==> config.mk <==
export PLATFORM = sky130hd
export DESIGN_NAME = scg_guard
export DESIGN_NICKNAME = d
export VERILOG_FILES = /design/src/rtl/scg_pkg.sv /design/src/rtl/scg_decode.sv /design/src/rtl/scg_lock_fsm.sv /design/src/rtl/scg_policy.sv /design/src/rtl/scg_regfile.sv /design/src/rtl/scg_guard.sv
export SDC_FILE = /design/constraint.sdc
export NUM_CORES = 1
export LEC_CHECK = 0
export BUFFER_PORTS_ARGS = -buffer_cell sky130_fd_sc_hd__buf_2
export CAP_MARGIN = 20
export CORE_ASPECT_RATIO = 0.5
export CORE_UTILIZATION = 41
export DETAILED_ROUTE_END_ITERATION = 6
export MAX_ROUTING_LAYER = met4
export PLACE_DENSITY = 0.65
export RECOVER_POWER = 25
export SYNTH_ARGS = -nofsm -noshare
export SYNTH_HDL_FRONTEND = slang
export SYNTH_SLANG_ARGS = --single-unit
==> constraint.sdc <==
create_clock -name clk -period 4.1 [get_ports clk]
set_input_delay 0 -clock clk [delete_from_list [all_inputs] [get_ports clk]]
set_output_delay 0 -clock clk [all_outputs]
set_load 0.005 [all_outputs]
==> src/rtl/scg_pkg.sv <==
package scg_pkg;
    localparam int DATA_W  = 32;
    localparam int MODE_W  = 5;
    localparam logic [MODE_W-1:0] MODE_USER    = 5'b10000;
    localparam logic [MODE_W-1:0] MODE_MONITOR = 5'b10110;

    localparam int SL_SCTL  = 0;
    localparam int SL_TTB0  = 1;
    localparam int SL_TTBC  = 2;
    localparam int SL_DACR  = 3;
    localparam int SL_DNSAC = 4;
    localparam int SL_INSAC = 5;
    localparam int SL_DRGN  = 6;
    localparam int SL_IRGN  = 7;
    localparam int SL_PRMP  = 8;
    localparam int SL_NRMP  = 9;
    localparam int SL_SVEC  = 10;
    localparam int SL_MVEC  = 11;
    localparam int SL_FCSE  = 12;
    localparam int SL_PPRM  = 13;
    localparam int SL_ICMV  = 14;
    localparam int SL_DCMV  = 15;
    localparam int SL_TLBI  = 16;
    localparam int SL_TLBV  = 17;
    localparam int SL_TLBP  = 18;
    localparam int SL_TLBA  = 19;
    localparam int SL_VALD  = 20;
    localparam int SLOT_N   = 21;
    localparam int SLOT_W   = $clog2(SLOT_N);

    typedef enum logic [1:0] {
        ST_OPEN      = 2'b00,
        ST_ARMED     = 2'b01,
        ST_SEALED    = 2'b11,
        ST_RELEASING = 2'b10
    } lock_state_e;
endpackage

==> src/rtl/scg_decode.sv <==
module scg_decode
    import scg_pkg::*;
(
    input  logic [2:0]        opc1,
    input  logic [3:0]        crn,
    input  logic [3:0]        crm,
    input  logic [2:0]        opc2,
    output logic              hit,
    output logic [SLOT_W-1:0] slot,
    output logic              tcm_d,
    output logic              tcm_i
);
    logic [13:0] key;
    int          idx;

    assign key = {opc1, crn, crm, opc2};

    always_comb begin
        idx = -1;
        casez (key)
            {3'd0, 4'd1,  4'd0,  3'd0}: idx = SL_SCTL;
            {3'd0, 4'd2,  4'd0,  3'd0}: idx = SL_TTB0;
            {3'd0, 4'd2,  4'd0,  3'd2}: idx = SL_TTBC;
            {3'd0, 4'd3,  4'd0,  3'd0}: idx = SL_DACR;
            {3'd0, 4'd9,  4'd1,  3'd2}: idx = SL_DNSAC;
            {3'd0, 4'd9,  4'd1,  3'd3}: idx = SL_INSAC;
            {3'd0, 4'd9,  4'd1,  3'd0}: idx = SL_DRGN;
            {3'd0, 4'd9,  4'd1,  3'd1}: idx = SL_IRGN;
            {3'd0, 4'd10, 4'd2,  3'd0}: idx = SL_PRMP;
            {3'd0, 4'd10, 4'd2,  3'd1}: idx = SL_NRMP;
            {3'd0, 4'd12, 4'd0,  3'd0}: idx = SL_SVEC;
            {3'd0, 4'd12, 4'd0,  3'd1}: idx = SL_MVEC;
            {3'd0, 4'd13, 4'd0,  3'd0}: idx = SL_FCSE;
            {3'd0, 4'd15, 4'd2,  3'd4}: idx = SL_PPRM;
            14'b011_1111_1000_???:      idx = SL_ICMV;
            14'b011_1111_1100_???:      idx = SL_DCMV;
            {3'd5, 4'd15, 4'd4,  3'd2}: idx = SL_TLBI;
            {3'd5, 4'd15, 4'd5,  3'd2}: idx = SL_TLBV;
            {3'd5, 4'd15, 4'd6,  3'd2}: idx = SL_TLBP;
            {3'd5, 4'd15, 4'd7,  3'd2}: idx = SL_TLBA;
            {3'd0, 4'd15, 4'd9,  3'd0}: idx = SL_VALD;
            14'b000_1111_1100_1??:      idx = SL_VALD;
            {3'd0, 4'd15, 4'd14, 3'd0}: idx = SL_VALD;
            14'b???_1111_1101_???:      idx = SL_VALD;
            default:                    idx = -1;
        endcase
    end

    assign hit   = (idx >= 0);
    assign slot  = hit ? idx[SLOT_W-1:0] : '0;
    assign tcm_d = (idx == SL_DRGN);
    assign tcm_i = (idx == SL_IRGN);
endmodule

==> src/rtl/scg_lock_fsm.sv <==
module scg_lock_fsm
    import scg_pkg::*;
(
    input  logic clk,
    input  logic rst_n,
    input  logic lock_req,
    input  logic flush_pulse,
    output logic lock_eff,
    output logic lock_pend
);
    lock_state_e state_q, state_d;

    always_ff @(posedge clk or negedge rst_n) begin
        if (!rst_n) state_q <= ST_OPEN;
        else        state_q <= state_d;
    end

    always_comb begin
        state_d = state_q;
        unique case (state_q)
            ST_OPEN:
                state_d = lock_req ? ST_ARMED : ST_OPEN;
            ST_ARMED:
                if (flush_pulse) state_d = lock_req ? ST_SEALED : ST_RELEASING;
                else             state_d = lock_req ? ST_ARMED  : ST_OPEN;
            ST_SEALED:
                state_d = lock_req ? ST_SEALED : ST_RELEASING;
            ST_RELEASING:
                if (flush_pulse) state_d = lock_req ? ST_ARMED  : ST_OPEN;
                else             state_d = lock_req ? ST_SEALED : ST_RELEASING;
            default:
                state_d = ST_OPEN;
        endcase
    end

    always_comb begin
        lock_eff  = 1'b0;
        lock_pend = 1'b0;
        unique case (state_q)
            ST_OPEN:      begin lock_eff = 1'b0; lock_pend = 1'b0; end
            ST_ARMED:     begin lock_eff = 1'b0; lock_pend = 1'b1; end
            ST_SEALED:    begin lock_eff = 1'b1; lock_pend = 1'b1; end
            ST_RELEASING: begin lock_eff = 1'b1; lock_pend = 1'b0; end
            default:      begin lock_eff = 1'b0; lock_pend = 1'b0; end
        endcase
    end
endmodule

==> src/rtl/scg_policy.sv <==
module scg_policy
    import scg_pkg::*;
(
    input  logic              valid,
    input  logic              write,
    input  logic              hit,
    input  logic              tcm_d,
    input  logic              tcm_i,
    input  logic [MODE_W-1:0] mode,
    input  logic              ns,
    input  logic              lock_eff,
    input  logic              dtcm_ok,
    input  logic              itcm_ok,
    output logic              trap,
    output logic              commit
);
    logic priv_ok, is_tcm, tcm_open, mode_fail, lock_fail;

    always_comb begin
        priv_ok   = (mode == MODE_MONITOR) || ((mode != MODE_USER) && !ns);
        is_tcm    = tcm_d | tcm_i;
        tcm_open  = tcm_d ? dtcm_ok : itcm_ok;
        mode_fail = !is_tcm && !priv_ok;
        lock_fail = write && lock_eff && (is_tcm ? !tcm_open : 1'b1);
        trap      = valid && hit && (mode_fail || lock_fail);
        commit    = valid && !trap;
    end
endmodule

==> src/rtl/scg_regfile.sv <==
module scg_regfile
    import scg_pkg::*;
#(
    parameter int N = SLOT_N,
    parameter int W = DATA_W,
    localparam int AW = $clog2(N)
) (
    input  logic          clk,
    input  logic          rst_n,
    input  logic          we,
    input  logic [AW-1:0] addr,
    input  logic [W-1:0]  wdata,
    output logic [W-1:0]  rdata
);
    logic [W-1:0] word_q [N];

    for (genvar g = 0; g < N; g++) begin : g_word
        always_ff @(posedge clk or negedge rst_n) begin
            if (!rst_n)                      word_q[g] <= '0;
            else if (we && (addr == AW'(g))) word_q[g] <= wdata;
        end
    end

    always_comb begin
        rdata = '0;
        for (int i = 0; i < N; i++)
            if (addr == AW'(i)) rdata = word_q[i];
    end
endmodule

==> src/rtl/scg_guard.sv <==
module scg_guard
    import scg_pkg::*;
(
    input  logic              clk,
    input  logic              rst_n,
    input  logic              acc_valid,
    input  logic              acc_write,
    input  logic [2:0]        acc_opc1,
    input  logic [3:0]        acc_crn,
    input  logic [3:0]        acc_crm,
    input  logic [2:0]        acc_opc2,
    input  logic [DATA_W-1:0] acc_wdata,
    input  logic [MODE_W-1:0] cpu_mode,
    input  logic              ns_state,
    input  logic              lock_req,
    input  logic              flush_pulse,
    input  logic              dtcm_ns_ok,
    input  logic              itcm_ns_ok,
    output logic              trap,
    output logic              commit,
    output logic [DATA_W-1:0] rd_data
);
    logic              dec_hit, dec_tcm_d, dec_tcm_i;
    logic [SLOT_W-1:0] dec_slot;
    logic              lock_eff, lock_pend;
    logic [DATA_W-1:0] word_rd;
    logic              rf_we;

    scg_decode u_dec (
        .opc1 (acc_opc1), .crn (acc_crn), .crm (acc_crm), .opc2 (acc_opc2),
        .hit  (dec_hit),  .slot (dec_slot),
        .tcm_d(dec_tcm_d), .tcm_i(dec_tcm_i)
    );

    scg_lock_fsm u_lock (
        .clk (clk), .rst_n (rst_n),
        .lock_req (lock_req), .flush_pulse (flush_pulse),
        .lock_eff (lock_eff), .lock_pend (lock_pend)
    );

    scg_policy u_pol (
        .valid (acc_valid), .write (acc_write), .hit (dec_hit),
        .tcm_d (dec_tcm_d), .tcm_i (dec_tcm_i),
        .mode (cpu_mode), .ns (ns_state), .lock_eff (lock_eff),
        .dtcm_ok (dtcm_ns_ok), .itcm_ok (itcm_ns_ok),
        .trap (trap), .commit (commit)
    );

    assign rf_we = commit && acc_write && dec_hit;

    scg_regfile #(.N(SLOT_N), .W(DATA_W)) u_rf (
        .clk (clk), .rst_n (rst_n), .we (rf_we),
        .addr (dec_slot), .wdata (acc_wdata), .rdata (word_rd)
    );

    assign rd_data = (commit && !acc_write && dec_hit) ? word_rd : '0;
endmodule

After elaboration in Yosys (flattened, before gate mapping)
Cells that the tools add are included.
{"block": "word_totals", "input_bits": 60, "regBits": 674, "output_inout_bits": 34}
{"block": "classes", "n_bitwise": 1, "reduce_logical": 45, "eq_ne": 51, "muxes": 32, "magnitude_cmp": 1}
{"cell": "two-way mux 32 bit", "n": 22}
{"cell": "one-hot mux 32 bit (21 select lines)", "n": 1}
{"cell": "equality test 14 x 11 -> 1 bit (second input constant)", "n": 12}
{"cell": "equality test 32 x 4 -> 1 bit (second input constant)", "n": 2}
{"cell": "equality test 14 bit (second input constant)", "n": 4}
{"cell": "equality test 14 x 9 -> 1 bit (second input constant)", "n": 3}
{"cell": "equality test 5 x 4 -> 1 bit (second input constant)", "n": 8}
{"cell": "greater-or-equal comparator 32 x 1 -> 1 bit (second input constant)", "n": 1}
{"cell": "logical AND 1 bit", "n": 32}
{"cell": "equality test 5 bit (second input constant)", "n": 6}
{"cell": "equality test 11 x 10 -> 1 bit (second input constant)", "n": 2}
{"cell": "equality test 5 x 3 -> 1 bit (second input constant)", "n": 4}
{"cell": "equality test 14 x 8 -> 1 bit (second input constant)", "n": 1}
{"cell": "equality test 12 x 9 -> 1 bit (second input constant)", "n": 1}
{"cell": "equality test 5 x 2 -> 1 bit (second input constant)", "n": 2}
{"cell": "equality test 8 bit (second input constant)", "n": 1}
{"cell": "one-hot mux 2 bit (4 select lines)", "n": 1}
{"cell": "logical NOT 1 bit", "n": 6}
{"cell": "equality test 5 x 1 -> 1 bit (second input constant)", "n": 1}
{"cell": "logical NOT 5 bit", "n": 1}
{"cell": "two-way mux 5 bit", "n": 1}
{"cell": "inequality test 5 bit (second input constant)", "n": 1}
{"cell": "equality test 2 bit (second input constant)", "n": 2}
{"cell": "two-way mux 1 bit", "n": 4}
{"cell": "8 further kinds", "n": 11}

Depth between registers and ports, before layout
Gate-level depths: netlist of run 1.
{"block": "depth", "word_depth": 28, "mapped_depth": 17}

Hierarchy
A second synthesis of run 1 with hierarchy kept.
{"block": "hier_totals", "hier_cells": 2624, "hier_area_um2": 32572.5}
{"mod": "scg_regfile", "instances": 1, "seq_area_each_um2": 16816.1, "area_per_inst_um2": 31646.6, "cells_per_inst": 2497}
{"mod": "scg_decode", "instances": 1, "seq_area_each_um2": 0.0, "area_per_inst_um2": 385.4, "cells_per_inst": 66}
{"mod": "scg_guard", "instances": 1, "seq_area_each_um2": 0.0, "area_per_inst_um2": 371.6, "cells_per_inst": 42}
{"mod": "scg_policy", "instances": 1, "seq_area_each_um2": 0.0, "area_per_inst_um2": 96.3, "cells_per_inst": 14}
{"mod": "scg_lock_fsm", "instances": 1, "seq_area_each_um2": 50.0, "area_per_inst_um2": 72.6, "cells_per_inst": 5}

Worst setup path before layout of run 1
OpenSTA, ideal clock, no wires.
{"block": "synth_timing", "path_type": "in2reg", "startpoint": "input port acc_crn[3]", "endpoint": "register u_rf.word_q[205] (netlist name)", "t_arrival_ps": 3320, "cell_stages": 12, "setup_ps": 125, "setup_slack_ps": 655, "path_cell_list": "buf_2 -> or4_1 -> clkbuf_1 -> nor4_4 -> nor2_1 -> a2111oi_4 -> mux2i_1 -> a211oi_2 -> o21ai_2 -> nor3_2 -> buf_2 -> mux2_2"}
{"block": "synth_between", "elab_chain_cells": 15, "word_cells_on_any_way": 46}
{"element": "start, declared", "line": "scg_guard.sv:9", "text": "input logic [3:0] acc_crn,"}
{"element": "equality test 14 x 11 -> 1 bit (tied with other cells)", "line": "scg_decode.sv:20", "text": "casez (key)"}
{"element": "OR reduction 4 bit (no line)"}
{"element": "one-hot mux 32 bit (21 select lines) *", "line": "scg_decode.sv:20"}
{"element": "branches (longest 11 deep; another with greater-or-equal comparator 32 x 1 -> 1 bit)"}
{"element": "logical AND 1 bit *", "line": "scg_regfile.sv:20", "text": "else if (we && (addr == AW'(g))) word_q[g] <= wdata;"}
{"element": "end signal, assigned by index", "line": "scg_regfile.sv:20"}
{"element": "end, declared", "line": "scg_regfile.sv:15", "text": "logic [W-1:0] word_q [N];"}
Mark *: on every way between the ends.
A chain may end at the register's enable or synchronous reset.

Worst setup path after layout of run 1
{"block": "layout_timing", "startpoint": "input port acc_crn[3]", "endpoint": "output port rd_data[17]"}
{"block": "layout_between", "elab_chain_cells": 28, "word_cells_on_any_way": 87}
{"element": "equality test 14 x 11 -> 1 bit (tied with other cells)", "line": "scg_decode.sv:20"}
{"element": "OR reduction 4 bit (no line)"}
{"element": "one-hot mux 32 bit (21 select lines) *", "line": "scg_decode.sv:20"}
{"element": "greater-or-equal comparator 32 x 1 -> 1 bit", "line": "scg_decode.sv:49", "text": "assign hit = (idx >= 0);"}
{"element": "two-way mux 5 bit", "line": "scg_decode.sv:50", "text": "assign slot = hit ? idx[SLOT_W-1:0] : '0;"}
{"element": "logical NOT 5 bit", "line": "scg_regfile.sv:27", "text": "if (addr == AW'(i)) rdata = word_q[i];"}
{"element": "two-way mux 32 bit (21 in series)", "line": "scg_regfile.sv:27"}
{"element": "two-way mux 32 bit *", "line": "scg_guard.sv:56", "text": "assign rd_data = (commit && !acc_write && dec_hit) ? word_rd : '0;"}
{"element": "end, declared", "line": "scg_guard.sv:21", "text": "output logic [DATA_W-1:0] rd_data"}
Every way passes the cells marked *; elsewhere a longest branch is shown, timed or not.

==> key figures, run 1 <==
Outcome
  – Status: finished, violations left
  – Failing checks: capacitance limit, slew limit, setup timing

Routing
  – Post-DRT Antenna Nets: 0
  – Vias/cell: 6.388
  – Starting DRT DRC Count: 3315
  – Final wirelength: 113300 um
  – DRT Pass-1 Iters: 6
  – Vias: 24140
  – DRC: 0
  – Wire per inst: 29.99 um

Die
  – Starting Density: 41.57%
  – Die Width: 393.1 um
  – Die H: 197.5 um
  – Cell Rows: 71
  – DIE AREA: 77640 um^2
  – Core area: 75420 um^2
  – I/O pins: 94

Yosys
  – Ys async rst share: 100.0%
  – Yosys warns: 0
  – Synth top area share: 53.80%
  – Synthesized flop and latch total: 674
  – Post-Syn Nets: 2629
  – Post-Syn Area: 31350 um^2
  – Cell type with the largest total area after synthesis: dfrtp_1
  – Synthesized area per cell: 12.20 um^2
  – Seq/Total Area, Yosys: 53.80%
  – Most frequent cell after synthesis: dfrtp_1
  – Synth unique cells: 78
  – Ys flop type: dfrtp_1
  – EDFF count, synth: 0
  – Post-Syn Instances: 2569
  – Top post-synthesis cells by count: dfrtp_1, mux2_2, nand2_1
  – Largest cells by area after synthesis: dfrtp_1, mux2_2, mux2_1

Global routing
  – GR Overflow Total: 0
  – First-pass GRT wire length: 165100 um
  – Initial antenna violation count: 5
  – Vias in the first global route: 23280
  – GRT Overall Usage: 30.16%
  – Largest net degree at the start of global routing: 119

STA
  – Final Hold Fails: 0
  – Unrepaired setup endpoints after global routing: false
  – Clk_skew: 0.02114 ns
  – Slew HR: -128.8%
  – Final WS setup: -0.02497 ns
  – Hold Slack: 0.05654 ns
  – Fmax: 242.4 MHz
  – Final setup violation count: 1
  – Setup TNS: -0.02497 ns
  – Slew @ Worst Pin: 3.431 ns
  – Fin crit share: 100.6%
  – Crit path time final: 4.125 ns
  – Fin. max-slew vios: 114

Final layout
  – Layout area overhead: 16.28%
  – Layout cell share with drive strength beyond 1: 36.91%
  – Multi-input logic area: 13670 um^2
  – Final Net Count: 2764
  – Fillers: 6632
  – Sequential cell area: 16870 um^2

Critical path
  – Critical path class: in -> out
  – CP Capture Type: output pin
  – CP endpoint: rd_data[17]
  – FF-to-FF path depth: 7
  – Critical Path RT: 4.10 ns
  – Max FO, Critical Path: 10
  – Startpoint Class: input port
  – Crit path DAT: 4.12 ns
  – RR Endpoint: u_rf.word_q[109]
  – R2R Setup Slk: 1.09 ns
  – Crit path from: acc_crn[3]

Clock tree
  – CTS Sinks: 674
  – TritonCTS clock tree: built
  – CTS max path bufs: 3
  – Clk_lat worst skew: 0.63 ns
  – Worst-path clk slew: 0.06 ns
  – Post-CTS setup buffers: 0
  – Number of H-tree levels: 3
  – CTS buffer count: 66
  – Root Driver: clkbuf_16

Place
  – GPL Wtd Cong: 0.9930
  – Number of port buffers: 93
  – Setup slack at placement: 0.07821 ns
  – Dpl hpwl: 73030 um

Pwr
  – PwrDens: 360.1 nW/um^2
  – Lkg Pwr: 17.74 nW
  – VDD IR max: 0.2450 mV

Job
  – Max_cap viols: 1

Worst hold path
  – Hold Crit Start: lock_req
  – Hold path cells: 2
  – Min-delay worst type: in -> reg
[power breakdown]
group          internal, mW  leakage (nW)  switching, mW
sequential             6.65          9.41        0.00626
combinational        0.0968          7.28          0.319
clock                  3.33          1.04           2.72
total                  10.1          17.7           3.04
[stage by stage]
stage | cells | util [%] | total power, mW | cell area [um^2]
2_1_floorplan | 2569 | - | 6.913 | 31350
3_3_place_gp | 3623 | 45.09 | 7.169 | 34010
3_5_place_dp | 3623 | 45.09 | 7.174 | 34010
4_1_cts | 3777 | 48.34 | 13.16 | 36460
5_1_grt | 3779 | 48.34 | 13.47 | 36460
6_report | 3779 | 48.34 | 13.13 | 36460
[critical path, stage by stage]
cell and delay [ns]:
buf_2 0.15, or4_1 0.73, nor4_4 0.38, buf_4 0.23
a211oi_1 0.07, nand2_1 0.32, buf_4 0.29, nand3_1 0.32
nand2_1 0.71, buf_4 0.23, a211oi_1 0.06, a2111oi_0 0.43
buf_2 0.18
[layout make-up]
| cell class | count | share of cell area [%] |
|---|---|---|
| Antenna cell | 2 | 0.01373 |
| Clock buffer | 94 | 5.210 |
| Multi-Input combinational cell | 1649 | 37.49 |
| Sequential cell | 674 | 46.27 |
| Clock inverter | 25 | 0.5594 |
| Timing Repair Buffer | 306 | 6.885 |
| Inverter | 7 | 0.07208 |
| Tap cell | 1022 | 3.508 |
[per-layer routing]
| metal | track usage [%] | wire, um | vias to the layer above |
|---|---|---|---|
| met5 | - | 0 | - |
| met4 | 10.82 | 4508 | 0 |
| met3 | 7.182 | 12620 | 277 |
| met2 | 42.73 | 48620 | 1470 |
| met1 | 41.91 | 47570 | 12620 |
| li1 | - | - | 9772 |
[flip-flops by register name (all words and copies together) (netlist names), named ones only]
name and flops:
u_lock.state_q 1, u_rf.word_q 672
[cell families after synthesis]
kind of cell	Yosys count	synth area share, %
buffers and inverters	246	3.209
and+or+nand+nor	466	7.204
xor gates and xnor gates	1	0.02794
muxes	698	24.98
AOI/OAI and AO/OA	484	10.78
DFF	674	53.80
[cells in the final DEF, fill, tap and decap left out, drive strengths merged, types with 5 or more instances in the layout]
master and instances:
a222oi 28, a22o 16, inv 12, nor3 37, nand2 188, and3 6, mux2i 23, buf 268
dlygate4sd3 35, nor4 22, dfrtp 674, a2111oi 8, and2 5, nor2 104, a22oi 31, a31oi 17
a221o 17, or3 7, o21ai 99, a221oi 33, a2bb2oi 5, mux2 675, a211oi 26, o221ai 18
clkbuf 97, a21oi 99, or4b 9, o211ai 15, clkinv 17, nand4 8, o22ai 30, a32oi 6
nand3 41, or4 8
[repair_timing]
| item | CTS | global route |
|---|---|---|
| hold buffers | 35 | 0 |
| gates resized for setup | 0 | 1 |
| setup endpoints to repair | 0 | 1 |
| endpoints found under the hold margin | 747 | 0 |
[worst min-delay path by stage]
stage / to / slack [ns]
5_1_grt: u_lock.state_q[0] / 0.07
6_report: u_lock.state_q[0] / 0.06
2_1_floorplan: asynchronous set/reset pin / -0.30
3_3_place_gp: u_lock.state_q[0] / 0.11
4_1_cts: u_lock.state_q[0] / 0.06
3_5_place_dp: u_lock.state_q[0] / 0.12
Note: power is estimated with default switching activity, not from simulation.
==> run 2: changes to the inputs <==
--- a/config.mk
+++ b/config.mk
@@ -11,7 +11,7 @@
 export CORE_UTILIZATION = 41
 export DETAILED_ROUTE_END_ITERATION = 6
 export MAX_ROUTING_LAYER = met4
-export PLACE_DENSITY = 0.65
+export PLACE_DENSITY = 0.68
 export RECOVER_POWER = 25
 export SYNTH_ARGS = -nofsm -noshare
 export SYNTH_HDL_FRONTEND = slang
==> constraint.sdc (replaced) <==
create_clock -name clk -period 3.7 [get_ports clk]
set_input_delay 0 -clock clk [delete_from_list [all_inputs] [get_ports clk]]
set_output_delay 0 -clock clk [all_outputs]
set_load 0.005 [all_outputs]
==> run 2 against run 1 <==
Net effect:
- sequential power increased by 11%
- non-clock buffer count grew 48
- the flow finishes with violations (capacitance limit, slew limit)
- sequential share of layout area down 0.54 points
- largest power group unchanged
- combinational power increased by 13%
- design area rose by 1.2%
- via count up 0.23%
- clock power rose by 7.4%
- largest cell class unchanged
- cell count grew 0.82%
- clock skew grew 0.020 ns
==> key figures, run 2 (synthesized netlist as in run 1, its figures left out) <==
STA
  – Final setup violation count: 0 (was 1)
  – Final Hold Fails: 0 (unchanged)
  – Clk_skew: 0.04139 ns (was 0.02114 ns)
  – Fin crit share: 97.68%
  – Hold Slack: 0.06464 ns (was 0.05654 ns)
  – Slew @ Worst Pin: 2.707 ns (was 3.431 ns)
  – Slew HR: -80.49% (was -128.8%)
  – Crit path time final: 3.614 ns
  – Final WS setup: 0.08589 ns (was -0.02497 ns)
  – Setup TNS: 0 ns (was -0.02497 ns)
  – Unrepaired setup endpoints after global routing: false (unchanged)
  – Fmax: 276.7 MHz
  – Fin. max-slew vios: 90 (was 114)

Routing
  – Starting DRT DRC Count: 3193 (was 3315)
  – Vias/cell: 6.350 (was 6.388)
  – Final wirelength: 112100 um (was 113300 um)
  – DRT Pass-1 Iters: 6 (unchanged)
  – Wire per inst: 29.42 um (was 29.99 um)
  – DRC: 0 (unchanged)
  – Vias: 24200 (was 24140)
  – Post-DRT Antenna Nets: 0 (unchanged)

Final layout
  – Biggest regs: u_rf.word_q: 672 flops, u_lock.state_q: 1 flops (unchanged)
  – Most common cell after layout, fill and taps aside: dfrtp_1 (unchanged)
  – N_diodes: 0 (was 2)
  – Layout cell share with drive strength beyond 1: 37.80% (was 36.91%)
  – Max reg flops: 672 (unchanged)
  – Commonest non-fill, non-tap cells in the layout: dfrtp_1, mux2_2, nand2_1 (unchanged)
  – Final Net Count: 2807 (was 2764)
  – Layout area overhead: 17.65% (was 16.28%)
  – Biggest register: u_rf.word_q (unchanged)
  – Final Cell Area: 36880 um^2 (was 36460 um^2)

Clock tree
  – Clk_lat worst skew: 0.66 ns (was 0.63 ns)
  – Root Driver: clkbuf_16 (unchanged)
  – Number of H-tree levels: 2 (was 3)
  – CTS buffer count: 61 (was 66)
  – CTS max path bufs: 3 (unchanged)
  – CTS Sinks: 674 (unchanged)
  – TritonCTS clock tree: built (unchanged)
  – Worst-path clk slew: 0.07 ns (was 0.06 ns)

Critical path
  – Startpoint Class: input port (unchanged)
  – Cell Chain, Critical Path: buf_2, or4_1, buf_4, or4_1, o221ai_1, buf_4, nor3_2, buf_4, mux2_2, a221o_1, a21oi_1, o211ai_1, o21ai_0, a31oi_1, buf_2 (was buf_2, or4_1, nor4_4, buf_4, a211oi_1, nand2_1, buf_4, nand3_1, nand2_1, buf_4, a211oi_1, a2111oi_0, buf_2)
  – Crit path DAT: 3.61 ns (was 4.12 ns)
  – Highest-delay cell along the critical path: or4_1 (unchanged)
  – Critical Path RT: 3.70 ns (was 4.10 ns)
  – Most used cell, CP: buf_4 (unchanged)
  – Slowest cell delay on critical path: 0.65 ns (was 0.73 ns)
  – Max FO, Critical Path: 8 (was 10)
  – Cell family with most CP delay: simple AND/OR/NAND/NOR gates (unchanged)
  – WP buf/inv: 5 (unchanged)
  – CP Capture Type: output pin (unchanged)
  – Critical path class: in -> out (unchanged)

Place
  – Placed Area: 34540 um^2 (was 34010 um^2)
  – Setup slack at placement: 0.05698 ns (was 0.07821 ns)
  – GPL Wtd Cong: 0.9650 (was 0.9930)
  – Number of port buffers: 93 (unchanged)
  – Dpl hpwl: 74300 um (was 73030 um)

Global routing
  – First-pass GRT wire length: 163600 um (was 165100 um)
  – Initial antenna violation count: 1 (was 5)
  – GR Overflow Total: 0 (unchanged)
  – Vias in the first global route: 23660 (was 23280)
  – Largest net degree at the start of global routing: 104 (was 119)
  – GRT Overall Usage: 29.72% (was 30.16%)

Die
  – Die H: 197.5 um (unchanged)
  – Cell Rows: 71 (unchanged)
  – Starting Density: 41.57% (unchanged)
  – I/O pins: 94 (unchanged)
  – DIE AREA: 77640 um^2 (unchanged)
  – Die Width: 393.1 um (unchanged)
  – Core area: 75420 um^2 (unchanged)

Worst hold path
  – Min-delay worst type: in -> reg (unchanged)

Job
  – Max_cap viols: 1 (unchanged)

Pwr
  – PwrDens: 389.1 nW/um^2 (was 360.1 nW/um^2)
  – VDD IR max: 0.3626 mV (was 0.2450 mV)
  – Lkg Pwr: 17.99 nW (was 17.74 nW)

Outcome
  – Failing checks: capacitance limit, slew limit (was capacitance limit, slew limit, setup timing)
  – Status: finished, violations left (unchanged)
-- run 2: power breakdown --
part	switching, mW	leakage, nW	total (mW)	internal [mW]
clock network	2.90	0.984	6.50	3.61
logic	0.359	7.59	0.472	0.113
registers	0.00313	9.41	7.38	7.37
-- run 2: timing repair --
action / in CTS / in global routing
buffers inserted: 0 / 0
endpoints found under the setup margin: 0 / 10
hold buffers: 35 / 0
hold endpoints to repair: 765 / 0
resized for setup: 0 / 7
-- run 2: per-layer routing --
metal / GRT usage, % / part of all wire [%] / vias up / wire [um]
li1: - / - / 9848 / -
met5: - / 0 / - / 0
met2: 42.27 / 43 / 1369 / 48300
met4: 9.598 / 3.3 / 0 / 3744
met3: 6.251 / 11 / 225 / 12350
met1: 42.15 / 43 / 12750 / 47690
-- run 2: path summary, 6_finish.rpt --
path,startpoint,to,slack (ns),cells after the start
setup reg to reg,flop,u_rf.word_q[611],1.02,8
setup / recovery,acc_crm[2],rd_data[11],0.09,15
hold / removal,lock_req,u_lock.state_q[0],0.06,2
max in group asynchronous,rst_n,u_rf.word_q[6],0.61,3
hold reg to reg,u_rf.word_q[203],u_rf.word_q[203],0.49,1
min in group asynchronous,rst_n,u_rf.word_q[317],0.76,2
-- run 2: worst register-to-register path, stage by stage (launching register included) --
cell and delay, ns:
dfrtp_1 0.35, clkbuf_1 0.25, a221oi_1 0.53, nor2_1 0.18, nor2_1 0.24, buf_12 0.19, and2_2 0.20, buf_12 0.24
mux2_2 0.40
-- run 2: area by class of cell --
class | count | area, um^2
timing repair buffer | 354 | 3025
clock buffer | 90 | 1787
fill | 6578 | 38540
inverter | 7 | 26.28
sequential | 674 | 16870
multi-input combinational | 1649 | 13690
tap | 1022 | 1279
clock inverter | 14 | 214.0
-- run 2: metrics by stage --
step	instances	power, mW	utilization, %
global placement	3671	7.956	45.80
global route	3810	14.73	48.90
CTS	3810	14.41	48.91
floorplan	2569	7.660	-
finish	3810	14.35	48.90
detailed placement	3671	7.962	45.80
==> run 3: changes to the inputs <==
--- a/config.mk
+++ b/config.mk
@@ -5,7 +5,7 @@
 export SDC_FILE = /design/constraint.sdc
 export NUM_CORES = 1
 export LEC_CHECK = 0
-export BUFFER_PORTS_ARGS = -buffer_cell sky130_fd_sc_hd__buf_2
+export BUFFER_PORTS_ARGS = -buffer_cell sky130_fd_sc_hd__buf_4
 export CAP_MARGIN = 20
 export CORE_ASPECT_RATIO = 0.5
 export CORE_UTILIZATION = 41
==> run 3 against run 2 <==
Net effect:
- the run still ends with capacitance limit, slew limit left
- fmax decreased by 0.14%
- design area grew 1.7%
- register-to-register slack improved by 0.05 ns
- routed wire length up 1.1%
- total power fell by 1.4%
- combinational power is 4% higher
==> key figures, run 3 (synthesized netlist as in run 1, its figures left out) <==
Final layout
  – Most common cell after layout, fill and taps aside: dfrtp_1 (unchanged)
  – Layout area overhead: 19.65% (was 17.65%)
  – Commonest non-fill, non-tap cells in the layout: dfrtp_1, mux2_2, buf_4 (was dfrtp_1, mux2_2, nand2_1)
  – Final Net Count: 2835 (was 2807)
  – Biggest regs: u_rf.word_q: 672 flops, u_lock.state_q: 1 flops (unchanged)
  – Layout cell share with drive strength beyond 1: 38.32% (was 37.80%)
  – Biggest register: u_rf.word_q (unchanged)
  – Fillers: 6551 (was 6578)
  – Max reg flops: 672 (unchanged)
  – Post-route insts no fill: 3847 (was 3810)

STA
  – Slew HR: -109.0% (was -80.49%)
  – Fmax: 276.3 MHz (was 276.7 MHz)
  – Unrepaired setup endpoints after global routing: false (unchanged)
  – Final Hold Fails: 0 (unchanged)
  – Fin crit share: 97.81% (was 97.68%)
  – Final setup violation count: 0 (unchanged)
  – Setup TNS: 0 ns (unchanged)
  – Clk_skew: 0.01971 ns (was 0.04139 ns)
  – Crit path time final: 3.619 ns (was 3.614 ns)
  – Slew @ Worst Pin: 3.135 ns (was 2.707 ns)
  – Fin. max-slew vios: 100 (was 90)

Critical path
  – Max FO, Critical Path: 10 (was 8)
  – Crit path DAT: 3.62 ns (was 3.61 ns)
  – FF-to-FF path depth: 7 (was 8)
  – WP buf/inv: 5 (unchanged)
  – Cell family with most CP delay: simple AND/OR/NAND/NOR gates (unchanged)
  – CP Capture Type: output pin (unchanged)
  – R2R Setup Slk: 1.07 ns (was 1.02 ns)
  – Most used cell, CP: buf_4 (unchanged)
  – RR Endpoint: u_rf.word_q[608] (was u_rf.word_q[611])
  – Cell Chain, Critical Path: buf_4, or4b_2, buf_4, nor3_1, o21a_1, nor4_4, nand3_1, buf_12, nand2_1, or3_1, nor4_1, buf_4, nor4_1, buf_4 (was buf_2, or4_1, buf_4, or4_1, o221ai_1, buf_4, nor3_2, buf_4, mux2_2, a221o_1, a21oi_1, o211ai_1, o21ai_0, a31oi_1, buf_2)
  – Critical path class: in -> out (unchanged)
  – Startpoint Class: input port (unchanged)
  – Critical Path RT: 3.70 ns (about the same)
  – Slowest cell delay on critical path: 0.69 ns (was 0.65 ns)
  – Highest-delay cell along the critical path: or4b_2 (was or4_1)

Pwr
  – Lkg Pwr: 18.18 nW (was 17.99 nW)
  – PwrDens: 377.1 nW/um^2 (was 389.1 nW/um^2)
  – VDD IR max: 0.3604 mV (was 0.3626 mV)
  – Tot Pwr: 14.15 mW (was 14.35 mW)

Routing
  – Wire per inst: 29.44 um (was 29.42 um)
  – Starting DRT DRC Count: 3351 (was 3193)
  – Vias/cell: 6.265 (was 6.350)
  – DRT Pass-1 Iters: 6 (unchanged)
  – DRC: 0 (unchanged)
  – Post-DRT Antenna Nets: 0 (unchanged)
  – Vias: 24100 (was 24200)
  – Final wirelength: 113300 um (was 112100 um)

Outcome
  – Failing checks: capacitance limit, slew limit (unchanged)
  – Status: finished, violations left (unchanged)

Global routing
  – Initial antenna violation count: 4 (was 1)
  – First-pass GRT wire length: 165100 um (was 163600 um)
  – GR Overflow Total: 0 (unchanged)
  – Largest net degree at the start of global routing: 107 (was 104)
  – GRT Overall Usage: 30.12% (was 29.72%)
  – Vias in the first global route: 24020 (was 23660)

Job
  – Max_cap viols: 1 (unchanged)

Clock tree
  – Post-CTS setup buffers: 0 (unchanged)
  – Root Driver: clkbuf_16 (unchanged)
  – Clk_lat worst skew: 0.67 ns (was 0.66 ns)
  – Number of H-tree levels: 2 (unchanged)
  – CTS buffer count: 60 (was 61)
  – CTS Sinks: 674 (unchanged)
  – CTS max path bufs: 3 (unchanged)
  – TritonCTS clock tree: built (unchanged)
  – Worst-path clk slew: 0.06 ns (was 0.07 ns)

Place
  – Number of port buffers: 93 (unchanged)
  – Dpl hpwl: 76050 um (was 74300 um)
  – GPL Wtd Cong: 0.9658 (was 0.9650)
  – DP Cell Count: 3700 (was 3671)

Worst hold path
  – Hold Crit Start: lock_req (unchanged)
  – WHS Endpoint: u_lock.state_q[0] (unchanged)
  – Hold path cells: 2 (unchanged)
  – Min-delay worst type: in -> reg (unchanged)

Die
  – DIE AREA: 77640 um^2 (unchanged)
  – Die H: 197.5 um (unchanged)
  – I/O pins: 94 (unchanged)
  – Core area: 75420 um^2 (unchanged)
  – Die Width: 393.1 um (unchanged)
  – Cell Rows: 71 (unchanged)
  – Starting Density: 41.57% (unchanged)
## run 3: cell types whose count changed in the layout (fill, tap and decap cells not counted), sizes merged
cell / before / now
clkinv: 9 / 11
buf: 313 / 343
bufinv: 4 / 2
diode: 0 / 4
clkbuf: 96 / 97
inv: 8 / 9
clkinvlp: 0 / 1
## run 3: metrics by stage
step | util [%] | instance area, um^2 | hold WS (ns) | setup slack (ns)
after floorplan | - | 31350 | -0.2956 | 0.2550
after global placement | 46.71 | 35230 | 0.1290 | 0.06706
after detailed placement | 46.72 | 35240 | 0.1232 | 0.03684
after CTS | 49.71 | 37490 | 0.003649 | 0.07595
after global routing | 49.73 | 37510 | 0.04769 | 0.0005862
final | 49.74 | 37510 | 0.03998 | 0.08085
## run 3: routing by layer
metal,vias to the layer above,wire length (um),track usage [%]
li1,9913,-,-
met5,-,0,-
met3,243,12710,7.375
met2,1375,48570,42.49
met4,0,4209,11.00
met1,12570,47770,41.84
## run 3: worst register-to-register path: cells and delay by family, from the launching register on
family          cells  cell delay [ns]
buf+inv             2             0.40
simple gates        3             0.72
mux                 1             0.36
compound gates      1             0.51
flops               1             0.52
## run 3: how the worst max path moves through the flow
stage                                  end  cells past startpoint   startpoint
after floorplan           u_rf.word_q[205]                     12   acc_crn[3]
after global placement         rd_data[17]                     13  acc_opc2[1]
after detailed placement  u_rf.word_q[608]                     12   acc_crm[2]
after CTS                      rd_data[17]                     13  acc_opc2[1]
after global routing           rd_data[22]                     14  acc_opc2[1]
final                          rd_data[22]                     14  acc_opc2[1]
## run 3: what timing repair did
| action | 4_1_cts | 5_1_grt |
|---|---|---|
| endpoints found under the setup margin | 0 | 7 |
| resized for setup | 0 | 6 |
| hold buffers | 35 | 0 |
| hold endpoints to repair | 768 | 0 |
## run 3: where the power goes
| part | internal, mW | switching [mW] | leakage (nW) |
|---|---|---|---|
| sequential | 7.37 | 0.00671 | 9.41 |
| combinational | 0.136 | 0.354 | 7.83 |
| clock | 3.39 | 2.89 | 0.939 |
## run 3: area by class of cell
class,instances,area [um^2],area share (%)
diodes,4,10.01,0.02668
clock buffers,92,1743,4.646
flip-flops and latches,674,16870,44.96
repair buffers,383,3740,9.970
multi-input cells,1649,13690,36.48
inverters,7,26.28,0.07004
well taps,1022,1279,3.409
clock inverters,16,162.7,0.4336
